===== config.mk =====
export PLATFORM = sky130hd
export DESIGN_NAME = cmt_timer
export DESIGN_NICKNAME = d
export VERILOG_FILES = /design/src/rtl/cmt_timer_pkg.sv /design/src/rtl/cmt_wclk_sync.sv /design/src/rtl/cmt_tick_gen.sv /design/src/rtl/cmt_core.sv /design/src/rtl/cmt_timer.sv
export SDC_FILE = /design/constraint.sdc
export NUM_CORES = 1
export LEC_CHECK = 0
export ABC_AREA = 1
export BUFFER_PORTS_ARGS = -buffer_cell sky130_fd_sc_hd__buf_2
export CAP_MARGIN = 15
export CORE_AREA = 3 3 80 82
export CTS_CLUSTER_SIZE = 20
export DETAILED_ROUTE_END_ITERATION = 6
export DIE_AREA = 0 0 83 85
export PLACE_DENSITY = 0.74
export SLEW_MARGIN = 0
export SYNTH_ARGS = -nofsm -noshare
export SYNTH_HDL_FRONTEND = slang
export SYNTH_SLANG_ARGS = --single-unit

===== constraint.sdc =====
create_clock -name clk -period 2.2 [get_ports clk]
set_clock_uncertainty 0.15 [all_clocks]
set_input_delay 0.22 -clock clk [delete_from_list [all_inputs] [get_ports clk]]
set_output_delay 0.22 -clock clk [all_outputs]
set_load 0.005 [all_outputs]

===== src/rtl/cmt_timer_pkg.sv =====
package cmt_timer_pkg;
  // register addresses
  localparam logic [1:0] A_CNT = 2'd0;
  localparam logic [1:0] A_CMP = 2'd1;
  localparam logic [1:0] A_CTL = 2'd2;
  localparam logic [1:0] A_STS = 2'd3;
  // control and status bit positions
  localparam int CTL_CLR = 0;
  localparam int CTL_MIE = 1;
  localparam int CTL_OIE = 2;
  localparam int CTL_W   = 3;
  localparam int STS_M   = 0;
  localparam int STS_O   = 1;
  // power states
  typedef enum logic [2:0] {
    PM_ACTIVE   = 3'd0,
    PM_SLEEP    = 3'd1,
    PM_SUBACT   = 3'd2,
    PM_SUBSLEEP = 3'd3,
    PM_WATCH    = 3'd4,
    PM_STBY     = 3'd5,
    PM_MSTBY    = 3'd6,
    PM_RSVD     = 3'd7
  } pmode_e;
endpackage


===== src/rtl/cmt_wclk_sync.sv =====
module cmt_wclk_sync #(
  parameter int DIV_W = 2
) (
  input  logic clk,
  input  logic rst_n,
  input  logic wclk,
  output logic tick
);
  logic [2:0]       sq_q, sq_nx;
  logic [DIV_W-1:0] div_q, div_nx;
  logic             rise;

  always_comb begin
    sq_nx  = {sq_q[1:0], wclk};
    rise   = sq_q[1] & ~sq_q[2];
    div_nx = rise ? div_q + DIV_W'(1) : div_q;
    tick   = rise & (&div_q);
  end

  always_ff @(posedge clk or negedge rst_n) begin
    if (!rst_n) begin
      sq_q  <= '0;
      div_q <= '0;
    end else begin
      sq_q  <= sq_nx;
      div_q <= div_nx;
    end
  end
endmodule


===== src/rtl/cmt_tick_gen.sv =====
module cmt_tick_gen #(
  parameter int STAGES = 3,
  parameter int STEP   = 2,
  parameter int SEL_W  = 2
) (
  input  logic             clk,
  input  logic             rst_n,
  input  logic             wclk,
  input  logic [SEL_W-1:0] clk_sel,
  input  logic [2:0]       pmode,
  output logic             tick
);
  import cmt_timer_pkg::*;
  localparam int PRE_W = STAGES * STEP;
  localparam logic [SEL_W-1:0] SEL_EXT = SEL_W'(STAGES);

  logic [PRE_W-1:0]  pre_q, pre_nx;
  logic [STAGES:0]   src_vec;
  logic              wtick, run, sub_state;

  cmt_wclk_sync #(.DIV_W(2)) u_sync (
    .clk  (clk),
    .rst_n(rst_n),
    .wclk (wclk),
    .tick (wtick)
  );

  // one tap per internal rate: all low bits of the prescaler set
  for (genvar g = 0; g < STAGES; g++) begin : g_tap
    assign src_vec[g] = &pre_q[(g+1)*STEP-1:0];
  end
  assign src_vec[STAGES] = wtick;

  always_comb begin
    pre_nx    = pre_q + PRE_W'(1);
    sub_state = (pmode == PM_SUBACT) || (pmode == PM_SUBSLEEP) || (pmode == PM_WATCH);
    run       = (pmode == PM_ACTIVE) || (pmode == PM_SLEEP) ||
                (sub_state && (clk_sel == SEL_EXT));
    tick      = run & src_vec[clk_sel];
  end

  always_ff @(posedge clk or negedge rst_n) begin
    if (!rst_n) pre_q <= '0;
    else        pre_q <= pre_nx;
  end
endmodule


===== src/rtl/cmt_core.sv =====
module cmt_core #(
  parameter int CNT_W = 16
) (
  input  logic                          clk,
  input  logic                          rst_n,
  input  logic                          tick,
  input  logic                          we,
  input  logic [1:0]                    addr,
  input  logic [CNT_W-1:0]              wdata,
  output logic [CNT_W-1:0]              cnt,
  output logic [CNT_W-1:0]              cmp,
  output logic [cmt_timer_pkg::CTL_W-1:0] ctl,
  output logic                          flag_m,
  output logic                          flag_o
);
  import cmt_timer_pkg::*;

  logic [CNT_W-1:0] cnt_q, cnt_nx, cmp_q, cmp_nx;
  logic [CTL_W-1:0] ctl_q, ctl_nx;
  logic             fm_q, fm_nx, fo_q, fo_nx;
  logic             cnt_wr, sts_wr, hit, match_ev, ovf_ev;

  always_comb begin
    cnt_wr   = we && (addr == A_CNT);
    sts_wr   = we && (addr == A_STS);
    hit      = (cnt_q == cmp_q);
    match_ev = tick && !cnt_wr && hit;
    ovf_ev   = tick && !cnt_wr && (&cnt_q);

    cnt_nx = cnt_q;
    if (cnt_wr)    cnt_nx = wdata;
    else if (tick) cnt_nx = (hit && ctl_q[CTL_CLR]) ? '0 : cnt_q + CNT_W'(1);

    cmp_nx = (we && (addr == A_CMP)) ? wdata : cmp_q;
    ctl_nx = (we && (addr == A_CTL)) ? wdata[CTL_W-1:0] : ctl_q;

    fm_nx = fm_q;
    if (match_ev)                    fm_nx = 1'b1;
    else if (sts_wr && !wdata[STS_M]) fm_nx = 1'b0;
    fo_nx = fo_q;
    if (ovf_ev)                      fo_nx = 1'b1;
    else if (sts_wr && !wdata[STS_O]) fo_nx = 1'b0;
  end

  always_ff @(posedge clk or negedge rst_n) begin
    if (!rst_n) begin
      cnt_q <= '0;
      cmp_q <= '1;
      ctl_q <= '0;
      fm_q  <= 1'b0;
      fo_q  <= 1'b0;
    end else begin
      cnt_q <= cnt_nx;
      cmp_q <= cmp_nx;
      ctl_q <= ctl_nx;
      fm_q  <= fm_nx;
      fo_q  <= fo_nx;
    end
  end

  assign cnt    = cnt_q;
  assign cmp    = cmp_q;
  assign ctl    = ctl_q;
  assign flag_m = fm_q;
  assign flag_o = fo_q;
endmodule


===== src/rtl/cmt_timer.sv =====
module cmt_timer #(
  parameter int CNT_W = 16
) (
  input  logic             clk,
  input  logic             rst_n,
  input  logic             wclk,
  input  logic [1:0]       clk_sel,
  input  logic [2:0]       pmode,
  input  logic             we,
  input  logic [1:0]       addr,
  input  logic [CNT_W-1:0] wdata,
  output logic [CNT_W-1:0] rdata,
  output logic             irq_match,
  output logic             irq_ovf
);
  import cmt_timer_pkg::*;

  logic [1:0]       rst_q;
  logic             rst_i;
  logic             tick;
  logic [CNT_W-1:0] cnt, cmp;
  logic [CTL_W-1:0] ctl;
  logic             flag_m, flag_o;

  // asynchronous assert, synchronous release
  always_ff @(posedge clk or negedge rst_n) begin
    if (!rst_n) rst_q <= 2'b00;
    else        rst_q <= {rst_q[0], 1'b1};
  end
  assign rst_i = rst_q[1];

  cmt_tick_gen #(.STAGES(3), .STEP(2), .SEL_W(2)) u_tick (
    .clk    (clk),
    .rst_n  (rst_i),
    .wclk   (wclk),
    .clk_sel(clk_sel),
    .pmode  (pmode),
    .tick   (tick)
  );

  cmt_core #(.CNT_W(CNT_W)) u_core (
    .clk   (clk),
    .rst_n (rst_i),
    .tick  (tick),
    .we    (we),
    .addr  (addr),
    .wdata (wdata),
    .cnt   (cnt),
    .cmp   (cmp),
    .ctl   (ctl),
    .flag_m(flag_m),
    .flag_o(flag_o)
  );

  always_comb begin
    case (addr)
      A_CNT:   rdata = cnt;
      A_CMP:   rdata = cmp;
      A_CTL:   rdata = {{(CNT_W-CTL_W){1'b0}}, ctl};
      default: rdata = {{(CNT_W-2){1'b0}}, flag_o, flag_m};
    endcase
  end

  assign irq_match = flag_m & ctl[CTL_MIE];
  assign irq_ovf   = flag_o & ctl[CTL_OIE];
endmodule


[Word-level counts from Yosys, hierarchy flattened]
Cells that the tools add are included.
Cells by class
  reduce and logical (&&, ||, !) cells: 28
  muxes and demuxes: 10
  $add $sub $neg: 3
  equal/unequal tests: 9
  bitwise gates (word level): 6
  order comparisons: 1
Operators by type and width (count)
  16-bit two-way mux: 3
  16-bit one-hot mux with 3 select lines: 1
  16-bit by 1-bit adder with 16-bit output (second input constant): 1
  16-bit == test: 1
  16-bit AND reduction: 1
  1-bit logical AND: 11
  6-bit by 1-bit adder with 6-bit output (second input constant): 1
  2-bit == test (second input constant): 3
  3-bit by 2-bit == test with 1-bit output (second input constant): 2
  6-bit AND reduction: 1
  2-bit nonzero test: 3
  1-bit AND: 5
  1-bit two-way mux: 5
  1-bit logical OR: 4
  2-bit AND reduction: 2
  4-bit AND reduction: 1
  3-bit by 1-bit == test with 1-bit output (second input constant): 1
  3-bit == test (second input constant): 1
  1-bit logical NOT: 3
  3-bit logical NOT: 1
  2-bit by 3-bit < comparator with 1-bit output (second input constant): 1
  2-bit by 1-bit adder with 2-bit output (second input constant): 1
  1-bit binary-select mux with 2-bit select: 1
  2-bit by 1-bit == test with 1-bit output (second input constant): 1
  other kinds (2): 2
Storage, ports and cells
  word-level logic and storage cells: 66
  register bits: 50

[Longest topological paths before layout]
Gate-level depths: netlist (run 1).
  depth in word-level cells: 9
  gate-level depth with buffers: 11
  mapped depth without buffers: 10

[By module]
From an unflattened synthesis (run 1), not the netlist that was laid out.
Second synthesis, totals
  cells, all modules: 463
  area total of the unflattened synthesis: 3155.5 µm²
By module, submodules not included
  cmt_core: area each 2273.4 µm², seq. area each 945.9 µm², times used 1, cells an instance 339
  cmt_timer: area each 384.1 µm², seq. area each 50.0 µm², times used 1, cells an instance 67
  cmt_tick_gen: area each 314.1 µm², seq. area each 150.1 µm², times used 1, cells an instance 40
  cmt_wclk_sync: area each 183.9 µm², seq. area each 125.1 µm², times used 1, cells an instance 17

[Worst setup path after synthesis (run 1)]
OpenSTA, ideal clock, no wires.
  path kind: register -> register
  start: register u_tick.pre_q[0]
  end: register u_core.cnt_q[8], in the netlist u_core.cnt[8]
  slack: 0.565 ns
  cell stages (with the launch flop): 12
  arrival: 1.367 ns
  library setup time: 0.117 ns
  buffers on the path: 1
  cell sequence: dfrtp_1 -> ha_1 -> nand2_1 -> nor2_2 -> nand3_1 -> nand3_2 -> nand2_1 -> buf_6 -> nand3_1 -> nand2_1 -> inv_1 -> nand2_1
Between the ends
  longest elaborated chain between the ends: 5
  elaborated cells between the ends (all ways): 7
  those cells by class: mux: 2; bitwise: 1; reduce/logical: 4
Ends and longest elaborated chain
  from (decl): RTL line cmt_tick_gen.sv:17  | logic [PRE_W-1:0] pre_q, pre_nx;
  from (signal assigned): RTL line cmt_tick_gen.sv:44  | else pre_q <= pre_nx;
  6-bit AND reduction (tied with other cells): RTL line cmt_tick_gen.sv:30  | assign src_vec[g] = &pre_q[(g+1)*STEP-1:0];
  1-bit binary-select mux with 2-bit select *: RTL line cmt_tick_gen.sv:39  | tick = run & src_vec[clk_sel];
  1-bit two-way mux (implied by the code) *: RTL line cmt_tick_gen.sv:39
  1-bit AND *: RTL line cmt_tick_gen.sv:39
  2-bit nonzero test (no line) *
  to (signal assigned): RTL line cmt_core.sv:53  | cnt_q <= cnt_nx;
  to (decl): RTL line cmt_core.sv:18  | logic [CNT_W-1:0] cnt_q, cnt_nx, cmp_q, cmp_nx;
Mark *: on every way between the ends. The rest lies on a longest branch, timed or not. The select of a mux whose other input is x is not followed.
A chain may end at the register's enable or synchronous reset.

[Worst setup path in the final report (run 1)]
  start: register u_tick.pre_q[0]
  end: register u_core.cnt_q[10], in the netlist u_core.cnt[10]
The elaborated chain is that of the path after synthesis.

==> impl_metrics.toml, run 1 <==
[status]
status = "finished clean"

[setup_path]
cp-end-kind = "flop"
crit_required_ps = 2310
r2r_setup_slack_ps = 270
crit_path_max_fanout = 16
r2r_start = "u_tick.pre_q[0]"
reg2reg_to = "u_core.cnt[10]"
critical_path_arrival_ps = 2030
reg2reg_depth = 10
start_kind = "flop"
crit_type = "flop to flop"

[die]
start_util_pct = 53.06
die_h_um = 85
num_rows = 28
core_um2 = 5816
io_pins = 45
die_area_um2 = 7055
die_w_um = 83

[power_and_ir_drop]
p_per_area_nw_per_um2 = 732.8
power_leakage_nw = 1.917
peakVddDrop_mv = 0.3319
fin_total_pwr_mw = 2.632

[worst_hold_path]
hold-path-cell-count = 3
hp-class = "input port to flop"
min_from = "wdata[14]"
min_to = "u_core.cmp[14]"

[clocking]
clock_path_buffers = 2
cts_tree = "yes"
root_buffer = "clkbuf_8"
htree_levels = 2
cts.sinks = 50
cts_setup_buffers = 0
cts_inserted_buffers = 5
clock_latency_ps = 320
clk_pin_slew_ps = 90

[logic_synthesis]
syn-cell-area_um2 = 3085
synthTopCellsByCount = "nand2_1, inv_1, nor2_1, nand3_1, dfrtp_1"
yosysMostFrequentCell = "nand2_1"
ys_ff_latch = 50
yosysTopAreaCell = "dfrtp_1"
ys_warn_count = 0
synth_top_area_share_pct = 27.58
synth_cell_type_count = 32
synthArstFlopShare_pct = 100.0
ys.flop_type = "dfrtp_1"
synth_edf_count = 0
synth.avg_cell_area_um2 = 7.077
synth_cells = 436
ys_seq_area_share_pct = 41.20
ys_top_cells_by_area = "dfrtp_1, nand2_1, dfstp_2"
syn_nets = 466

[final_layout]
antennaDiodeCount = 0
syn2layout_area_growth_pct = 16.38
fill_cells = 567
register_area_um2 = 1272
drive_gt1_share_pct = 20.04
nets = 523
multi_input_area_um2 = 1498

[drt]
routed_wl_um = 7232
drtIter0Drc = 198
drc = 0
via_count = 2887
drtPass1Iterations = 4
viasPerCell = 5.074
post_drt_wl_per_cell_um = 12.71
ant_nets = 0

[sta]
slew_viol_final = 0
maxSlewHeadroom_pct = 63.81
period_minus_slack_ps = 1925
max_freq_mhz = 519.4
finalCritPeriodShare_pct = 87.51
setup_tns_ps = 0
hold_violations = 0
worst_pin_slew_ps = 541.6
rsz0062_at_grt = "no"
final-setup-viol-count = 0

[global_route]
grt_antenna_before_repair = 0
grt_max_degree = 32
grt.overflow.total = 0
grt_pass1_wl_um = 12680
track_usage_pct = 21.80
grt_pass1_vias = 2812

[flow_run]
cap_violations = 0

[place]
port_buffers = 44
dp_hpwl_um = 5430
gp_congestion = 0.9049
[through the flow]
stage | setup WS (ps) | instances | hold slack (ps) | util, % | cell area (um^2)
after floorplan | 565.1 | 436 | -225.6 | - | 3085
after global placement | 335.2 | 552 | -144.8 | 58.26 | 3388
after detailed placement | 279.8 | 552 | -139.4 | 58.26 | 3388
after CTS | 255.8 | 569 | 1.291 | 61.75 | 3591
after global routing | 118.9 | 569 | 15.99 | 61.75 | 3591
final | 274.9 | 569 | 1.751 | 61.75 | 3591
[routing by layer]
layer | global-route usage [%] | vias up | share of wire [%]
li1 | - | 1472 | -
met1 | 29.59 | 1340 | 47
met2 | 36.52 | 68 | 48
met3 | 3.398 | 7 | 4.6
met4 | 5.944 | 0 | 0.83
met5 | 0 | - | 0
[state kept, by name (all words and copies together), names as in the netlist]
| signal | flops |
|---|---|
| u_tick.u_sync.div_q | 2 |
| u_tick.pre_q | 6 |
| rst_q | 2 |
| u_core.ctl | 3 |
| u_core.cmp | 16 |
| u_tick.u_sync.sq_q | 3 |
| u_core.cnt | 16 |
| u_core.flag_m | 1 |
| u_core.flag_o | 1 |
[worst max-delay path by stage]
| stage | from | end | slack (ps) | cells past startpoint |
|---|---|---|---|---|
| after floorplan | u_tick.pre_q[0] | u_core.cnt[8] | 570 | 11 |
| after global placement | u_tick.pre_q[0] | u_core.cnt[10] | 340 | 10 |
| after detailed placement | u_tick.pre_q[0] | u_core.cnt[5] | 280 | 10 |
| after CTS | u_tick.pre_q[0] | u_core.cnt[12] | 260 | 10 |
| after global routing | u_tick.pre_q[0] | u_core.cnt[12] | 120 | 10 |
| final | u_tick.pre_q[0] | u_core.cnt[10] | 270 | 10 |
[cells in the final DEF (no fill, tap or decap), types with 2 or more instances in the layout]
cell type,n
clkinv_1,2
dfstp_2,16
nor3_1,4
nand3b_1,3
a21oi_1,13
nor2_1,46
o21ai_0,10
dlygate4sd3_1,9
nand2_1,144
inv_1,52
nor2_2,3
nand3_4,2
nand3_1,39
dfrtp_1,33
mux2_2,2
ha_1,3
inv_2,13
buf_2,44
o21a_1,2
o22ai_1,13
xor2_1,16
nand4_1,2
buf_4,7
clkbuf_8,5
[worst max-delay path, stage by stage (launching register included)]
cell	delay [ps]
dfrtp_1	400
ha_1	240
nand2_1	100
nor2_2	50
nand3_1	80
nand3_2	100
nand2_1	430
nand3_1	130
nand2_1	90
clkinv_1	60
nand2_1	50
[cell type report]
type / instances / share of cell area (%)
sequential: 50 / 35.44
timing repair buffer: 60 / 10.10
inverter: 67 / 7.003
clock buffer: 5 / 1.916
clock inverter: 3 / 1.220
multi-input combinational: 309 / 41.71
tap: 75 / 2.613
[repair_timing]
item / in CTS / in global routing
endpoints found under the hold margin: 10 / 0
hold buffers: 9 / 0
gates resized for setup: 0 / 0
[cell families after synthesis]
group           after synthesis  share of synthesized area, %
mux                           2                        0.7299
compound gates               41                         7.664
xor+xnor                     16                         4.542
simple gates                246                         34.27
flops                        50                         41.20
other cells                   1                        0.1215
buf+inv                      77                         10.26
fa+ha+maj                     3                         1.217
[where the power goes]
group          internal [mW]  switching, mW
Combinational          0.289          0.395
Sequential              1.10          0.178
Clock                  0.341          0.328
Power figures use the tool's default switching activity.
==> run 2: changes to the inputs <==
ABC_CLOCK_PERIOD_IN_PS = 2200   (was unset)
PLACE_DENSITY = 0.73   (was 0.74)
==> run 2 against run 1 <==
  * Die area is the same
  * Total power grew 1.2%
  * Hold slack lost 0.95 ps
  * Critical endpoint is now u_core.cnt[9]
==> impl_metrics.toml, run 2 (same netlist as run 1, synthesis figures left out) <==
[global_route]
grt_pass1_wl_um = 12840
grt_pass1_vias = 2799
met3_usage_pct = 3.883
top_usage_layer = "met2"
use_met2_pct = 38.12
grt_max_degree = 32
grt_util_met1_pct = 29.32
track_usage_pct = 22.27
grt_antenna_before_repair = 0
grt.overflow.total = 0

[clocking]
cts-resized-gates = 0
clock_latency_ps = 310
clock_path_buffers = 2
cts.sinks = 50
hold_buffers = 9
cts_setup_buffers = 0
clk_pin_slew_ps = 100
htree_levels = 2
cts_inserted_buffers = 5
root_buffer = "clkbuf_8"
cts_tree = "yes"

[setup_path]
critical_path_arrival_ps = 2040
critical_path.endpoint = "u_core.cnt[9]"
cp-end-kind = "flop"
startpoint = "u_tick.pre_q[0]"
crit_type = "flop to flop"
start_kind = "flop"
crit_required_ps = 2260
crit_path_max_fanout = 16
r2r_start = "u_tick.pre_q[0]"
r2r_setup_slack_ps = 220
reg2reg_depth = 10
reg2reg_to = "u_core.cnt[9]"

[die]
start_util_pct = 53.06
core_um2 = 5816
io_pins = 45
die_w_um = 83
num_rows = 28
die_h_um = 85
die_area_um2 = 7055

[final_layout]
syn2layout_area_growth_pct = 16.50
nets = 523
multi_input_area_um2 = 1498
register_area_um2 = 1272
mostFrequentLayoutCells = "nand2_1, inv_1, nor2_1, buf_2, nand3_1"
antennaDiodeCount = 0
drive_gt1_share_pct = 20.04
fill_cells = 576
fin_area_um2 = 3595
layout.cells.non_filler = 569
final_common_cell = "nand2_1"

[sta]
finalCritPeriodShare_pct = 89.90
setup_tns_ps = 0
hold_violations = 0
worst_pin_slew_ps = 540.9
maxSlewHeadroom_pct = 63.85
final-setup-viol-count = 0
slew_viol_final = 0
period_minus_slack_ps = 1978
finalWorstSetupSlack_ps = 222.2
rsz0062_at_grt = "no"
max_freq_mhz = 505.6

[drt]
drc = 0
post_drt_wl_per_cell_um = 13.30
via_count = 2912
viasPerCell = 5.118
drtPass1Iterations = 4
drtIter0Drc = 189
ant_nets = 0
routed_wl_um = 7569

[place]
dp.cells = 552
place_area_um2 = 3388
gp_congestion = 0.8953
port_buffers = 44
dp_hpwl_um = 5580
pre_cts_ws_ps = 261.9

[power_and_ir_drop]
peakVddDrop_mv = 0.3698
power_leakage_nw = 1.918
power_switching_mw = 0.9259
fin_total_pwr_mw = 2.662
p_int_mw = 1.736
clock_power_share_pct = 25.9
share_seq_of_total_power_pct = 48.0
p_comb_share_pct = 26.1
netSwitchingFraction_pct = 34.78
p_per_area_nw_per_um2 = 740.5

[flow_run]
cap_violations = 0

[worst_hold_path]
hp-class = "input port to flop"

[status]
status = "finished clean"
## run 2: area by class of cell
class                           instances  area share (%)
Sequential cell                        50           35.40
Inverter                               67           6.996
Multi-Input combinational cell        309           41.66
Clock buffer                            5           1.914
Clock inverter                          3           1.323
Tap cell                               75           2.611
Timing Repair Buffer                   60           10.09
## run 2: per-stage QoR
| stage | utilization (%) | hold slack (ps) |
|---|---|---|
| floorplan | - | -225.6 |
| global placement | 58.26 | -145.0 |
| detailed placement | 58.26 | -142.7 |
| CTS | 61.81 | 0.8206 |
| global route | 61.81 | 2.264 |
| finish | 61.81 | 0.8049 |
## run 2: worst min-delay path by stage
stage	start	cells after the start	endpoint
floorplan	rst_n	0	rst_q[0]
global placement	rst_n	1	rst_q[0]
detailed placement	rst_n	1	rst_q[0]
CTS	wdata[11]	3	u_core.cmp[11]
global route	wdata[11]	3	u_core.cmp[11]
finish	wdata[11]	3	u_core.cmp[11]
## run 2: power groups by stage
stage          Clock, mW  Sequential (mW)  Combinational, mW
2_1_floorplan          0             1.25              0.499
3_3_place_gp           0             1.28              0.651
3_5_place_dp           0             1.29              0.681
4_1_cts            0.702             1.28              0.698
5_1_grt            0.740             1.30              0.805
6_report           0.689             1.28              0.696
## run 2: layer usage
| metal | up-vias | share of wire [%] | routed length [um] |
|---|---|---|---|
| li1 | 1475 | - | - |
| met1 | 1366 | 46 | 3464 |
| met2 | 60 | 49 | 3675 |
| met3 | 11 | 4.1 | 310 |
| met4 | 0 | 1.6 | 119 |
| met5 | - | 0 | 0 |
## run 2: worst max-delay path, stage by stage, from the launching register on
cell and delay (ps):
dfrtp_1 390, ha_1 210, nand2_1 90, nor2_2 110, nand3_1 90, nand3_2 100, nand2_1 340, nand3_1 190
nand2_1 80, inv_1 70, nand2_1 40
==> run 3: changes to the inputs <==
CORE_AREA = 3 3 81 83   (was 3 3 80 82)
DIE_AREA = 0 0 84 86   (was 0 0 83 85)
SYNTH_HIERARCHICAL = 1   (was unset)
==> run 3 against run 2 <==
  * Die area grew 2.4%
  * Critical path type unchanged
  * Sequential share of layout area decreased by 0.84 points
  * Register-to-register slack barely moved
  * Count of clock-buffer cells in the layout up 1
  * Non-clock buffer count is 4 higher
==> impl_metrics.toml, run 3 <==
[worst_hold_path]
hp-class = "input port to flop"
hold-path-cell-count = 3

[clocking]
htree_levels = 2
cts_inserted_buffers = 5
clock_latency_ps = 310
clk_pin_slew_ps = 90
cts.sinks = 50
cts_setup_buffers = 0
cts_tree = "yes"
root_buffer = "clkbuf_8"
cts-resized-gates = 0
clock_path_buffers = 2

[sta]
hold_violations = 0
maxSlewHeadroom_pct = 66.58
worst_pin_slew_ps = 497.4
rsz0062_at_grt = "no"
finalCritPeriodShare_pct = 90.49
max_freq_mhz = 502.3
slew_viol_final = 0
setup_tns_ps = 0
period_minus_slack_ps = 1991
final-setup-viol-count = 0

[place]
port_buffers = 44
dp.cells = 579
gp_congestion = 0.8611
dp_hpwl_um = 5236

[die]
die_w_um = 84
num_rows = 28
io_pins = 45
start_util_pct = 53.30
die_h_um = 86
core_um2 = 5921
die_area_um2 = 7224

[setup_path]
critical_path_arrival_ps = 2090
startpoint = "u_tick/pre_q[0]"
crit_chain = "ha_1 -> nand3_2 -> nor2_1 -> nor2_1 -> nor2_1 -> inv_1 -> a21oi_1 -> inv_1 -> a31oi_1 -> nand3_1 -> nand2_1"
r2r_setup_slack_ps = 210
crit_path_max_fanout = 6
crit_slowest_cell = "dfrtp_1"
start_kind = "flop"
crit_type = "flop to flop"
reg2reg_to = "u_core/cnt[10]"
critical_path.endpoint = "u_core/cnt[10]"
r2r_start = "u_tick/pre_q[0]"
critPathTopFamily = "simple AND/OR/NAND/NOR gates"
cp-end-kind = "flop"
cpPeakStageDelay_ps = 370
cp.depth = 11
cp_common_cell = "nor2_1"
reg2reg_depth = 11
crit_required_ps = 2300
crit_buf_inv = 2

[drt]
drtPass1Iterations = 4
ant_nets = 0
drc = 0
via_count = 2983
routed_wl_um = 7278
post_drt_wl_per_cell_um = 12.13
drtIter0Drc = 213
viasPerCell = 4.972

[power_and_ir_drop]
peakVddDrop_mv = 0.4353
p_per_area_nw_per_um2 = 688.2
power_leakage_nw = 2.023

[logic_synthesis]
synth_top_area_share_pct = 26.96
ys.flop_type = "dfrtp_1"
synth_edf_count = 0
yosysMostFrequentCell = "nand2_1"
syn-cell-area_um2 = 3156
synth_cell_type_count = 30
ys_ff_latch = 50
synth_cells = 463
syn_nets = 493
synthTopCellsByCount = "nand2_1, inv_1, dfrtp_1, nand3_1, nor2_1"
synthArstFlopShare_pct = 100.0
ys_warn_count = 6
synth.avg_cell_area_um2 = 6.815
yosysTopAreaCell = "dfrtp_1"
ys_seq_area_share_pct = 40.29
ys_top_cells_by_area = "dfrtp_1, nand2_1, dfstp_2"

[final_layout]
layout.cells.non_filler = 600
antennaDiodeCount = 0
mostFrequentLayoutCells = "nand2_1, inv_1, buf_2, nand3_1, dfrtp_1"
final_common_cell = "nand2_1"
syn2layout_area_growth_pct = 16.69
nets = 554
drive_gt1_share_pct = 19.24

[global_route]
grt_pass1_wl_um = 12500
grt_antenna_before_repair = 0
track_usage_pct = 21.26
grt_max_degree = 33
grt_pass1_vias = 2778
grt.overflow.total = 0

[status]
status = "finished clean"

[flow_run]
cap_violations = 0
[run 3: changes by cell type after synthesis, sizes merged, moves of 6 or more]
cell / previous run / this run
a21oi: 13 / 6
inv: 65 / 85
nand2: 144 / 175
nand3: 42 / 36
nor2: 50 / 36
o21ai: 10 / 24
xor2: 16 / 6
[run 3: kinds of logic (layout without fill, tap and decap cells)]
logic type | count (synthesis) | after routing | synth area share (%)
flops | 50 | 50 | 40.29
fa+ha+maj | 3 | 3 | 1.190
xor+xnor | 8 | 8 | 2.221
other cells | 1 | 1 | 0.1188
simple gates | 258 | 258 | 35.41
compound gates | 48 | 48 | 8.327
buf+inv | 95 | 157 | 12.45
[run 3: final cells by class]
type | instances | area, um^2
Clock inverter | 2 | 15.01
Multi-Input combinational cell | 318 | 1491
Inverter | 85 | 321.6
Fill cell | 550 | 2238
Timing Repair Buffer | 64 | 415.4
Sequential cell | 50 | 1272
Tap cell | 75 | 93.84
Clock buffer | 6 | 72.57
[run 3: how the worst min path moves through the flow]
stage | from | endpoint | slack (ps)
after floorplan | rst_n | rst_q[0] | -230
after global placement | rst_n | rst_q[0] | -140
after detailed placement | rst_n | rst_q[0] | -140
after CTS | wdata[4] | u_core/cmp[4] | 2
after global routing | wdata[4] | u_core/cmp[4] | 20
final | wdata[6] | u_core/cmp[6] | 10
[run 3: repair_timing]
item,4_1_cts,5_1_grt
hold buffers,13,0
setup endpoints to repair,0,0
hold endpoints to repair,14,0
[run 3: worst reg2reg max path: stages, from the launching register on]
cell and delay [ps]:
dfrtp_1 370, ha_1 230, nand3_2 110, nor2_1 120, nor2_1 50, nor2_1 90
inv_1 60, a21oi_1 220, inv_1 180, a31oi_1 180, nand3_1 110, nand2_1 70
[run 3: power by group]
group | switching [mW] | leakage, nW | internal [mW]
Combinational | 0.416 | 1.40 | 0.290
Sequential | 0.186 | 0.589 | 1.10
Clock | 0.320 | 0.0374 | 0.225
[run 3: through the flow]
stage | worst slack [ps] | util [%] | hold slack, ps | power, mW | instance area (um^2)
3_3_place_gp | 307.6 | 58.52 | -144.7 | 1.960 | 3465
2_1_floorplan | 432.3 | - | -225.6 | 1.764 | 3156
5_1_grt | 12.75 | 62.19 | 18.90 | 2.734 | 3682
4_1_cts | 209.6 | 62.19 | 2.020 | 2.563 | 3682
3_5_place_dp | 244.8 | 58.52 | -140.9 | 1.985 | 3465
6_report | 209.2 | 62.19 | 11.59 | 2.534 | 3682
[run 3: per-layer routing]
| layer | track usage (%) | routed length, um |
|---|---|---|
| met5 | 0 | 0 |
| met4 | 6.871 | 101 |
| met3 | 3.746 | 383 |
| met2 | 34.71 | 3310 |
| met1 | 28.90 | 3483 |
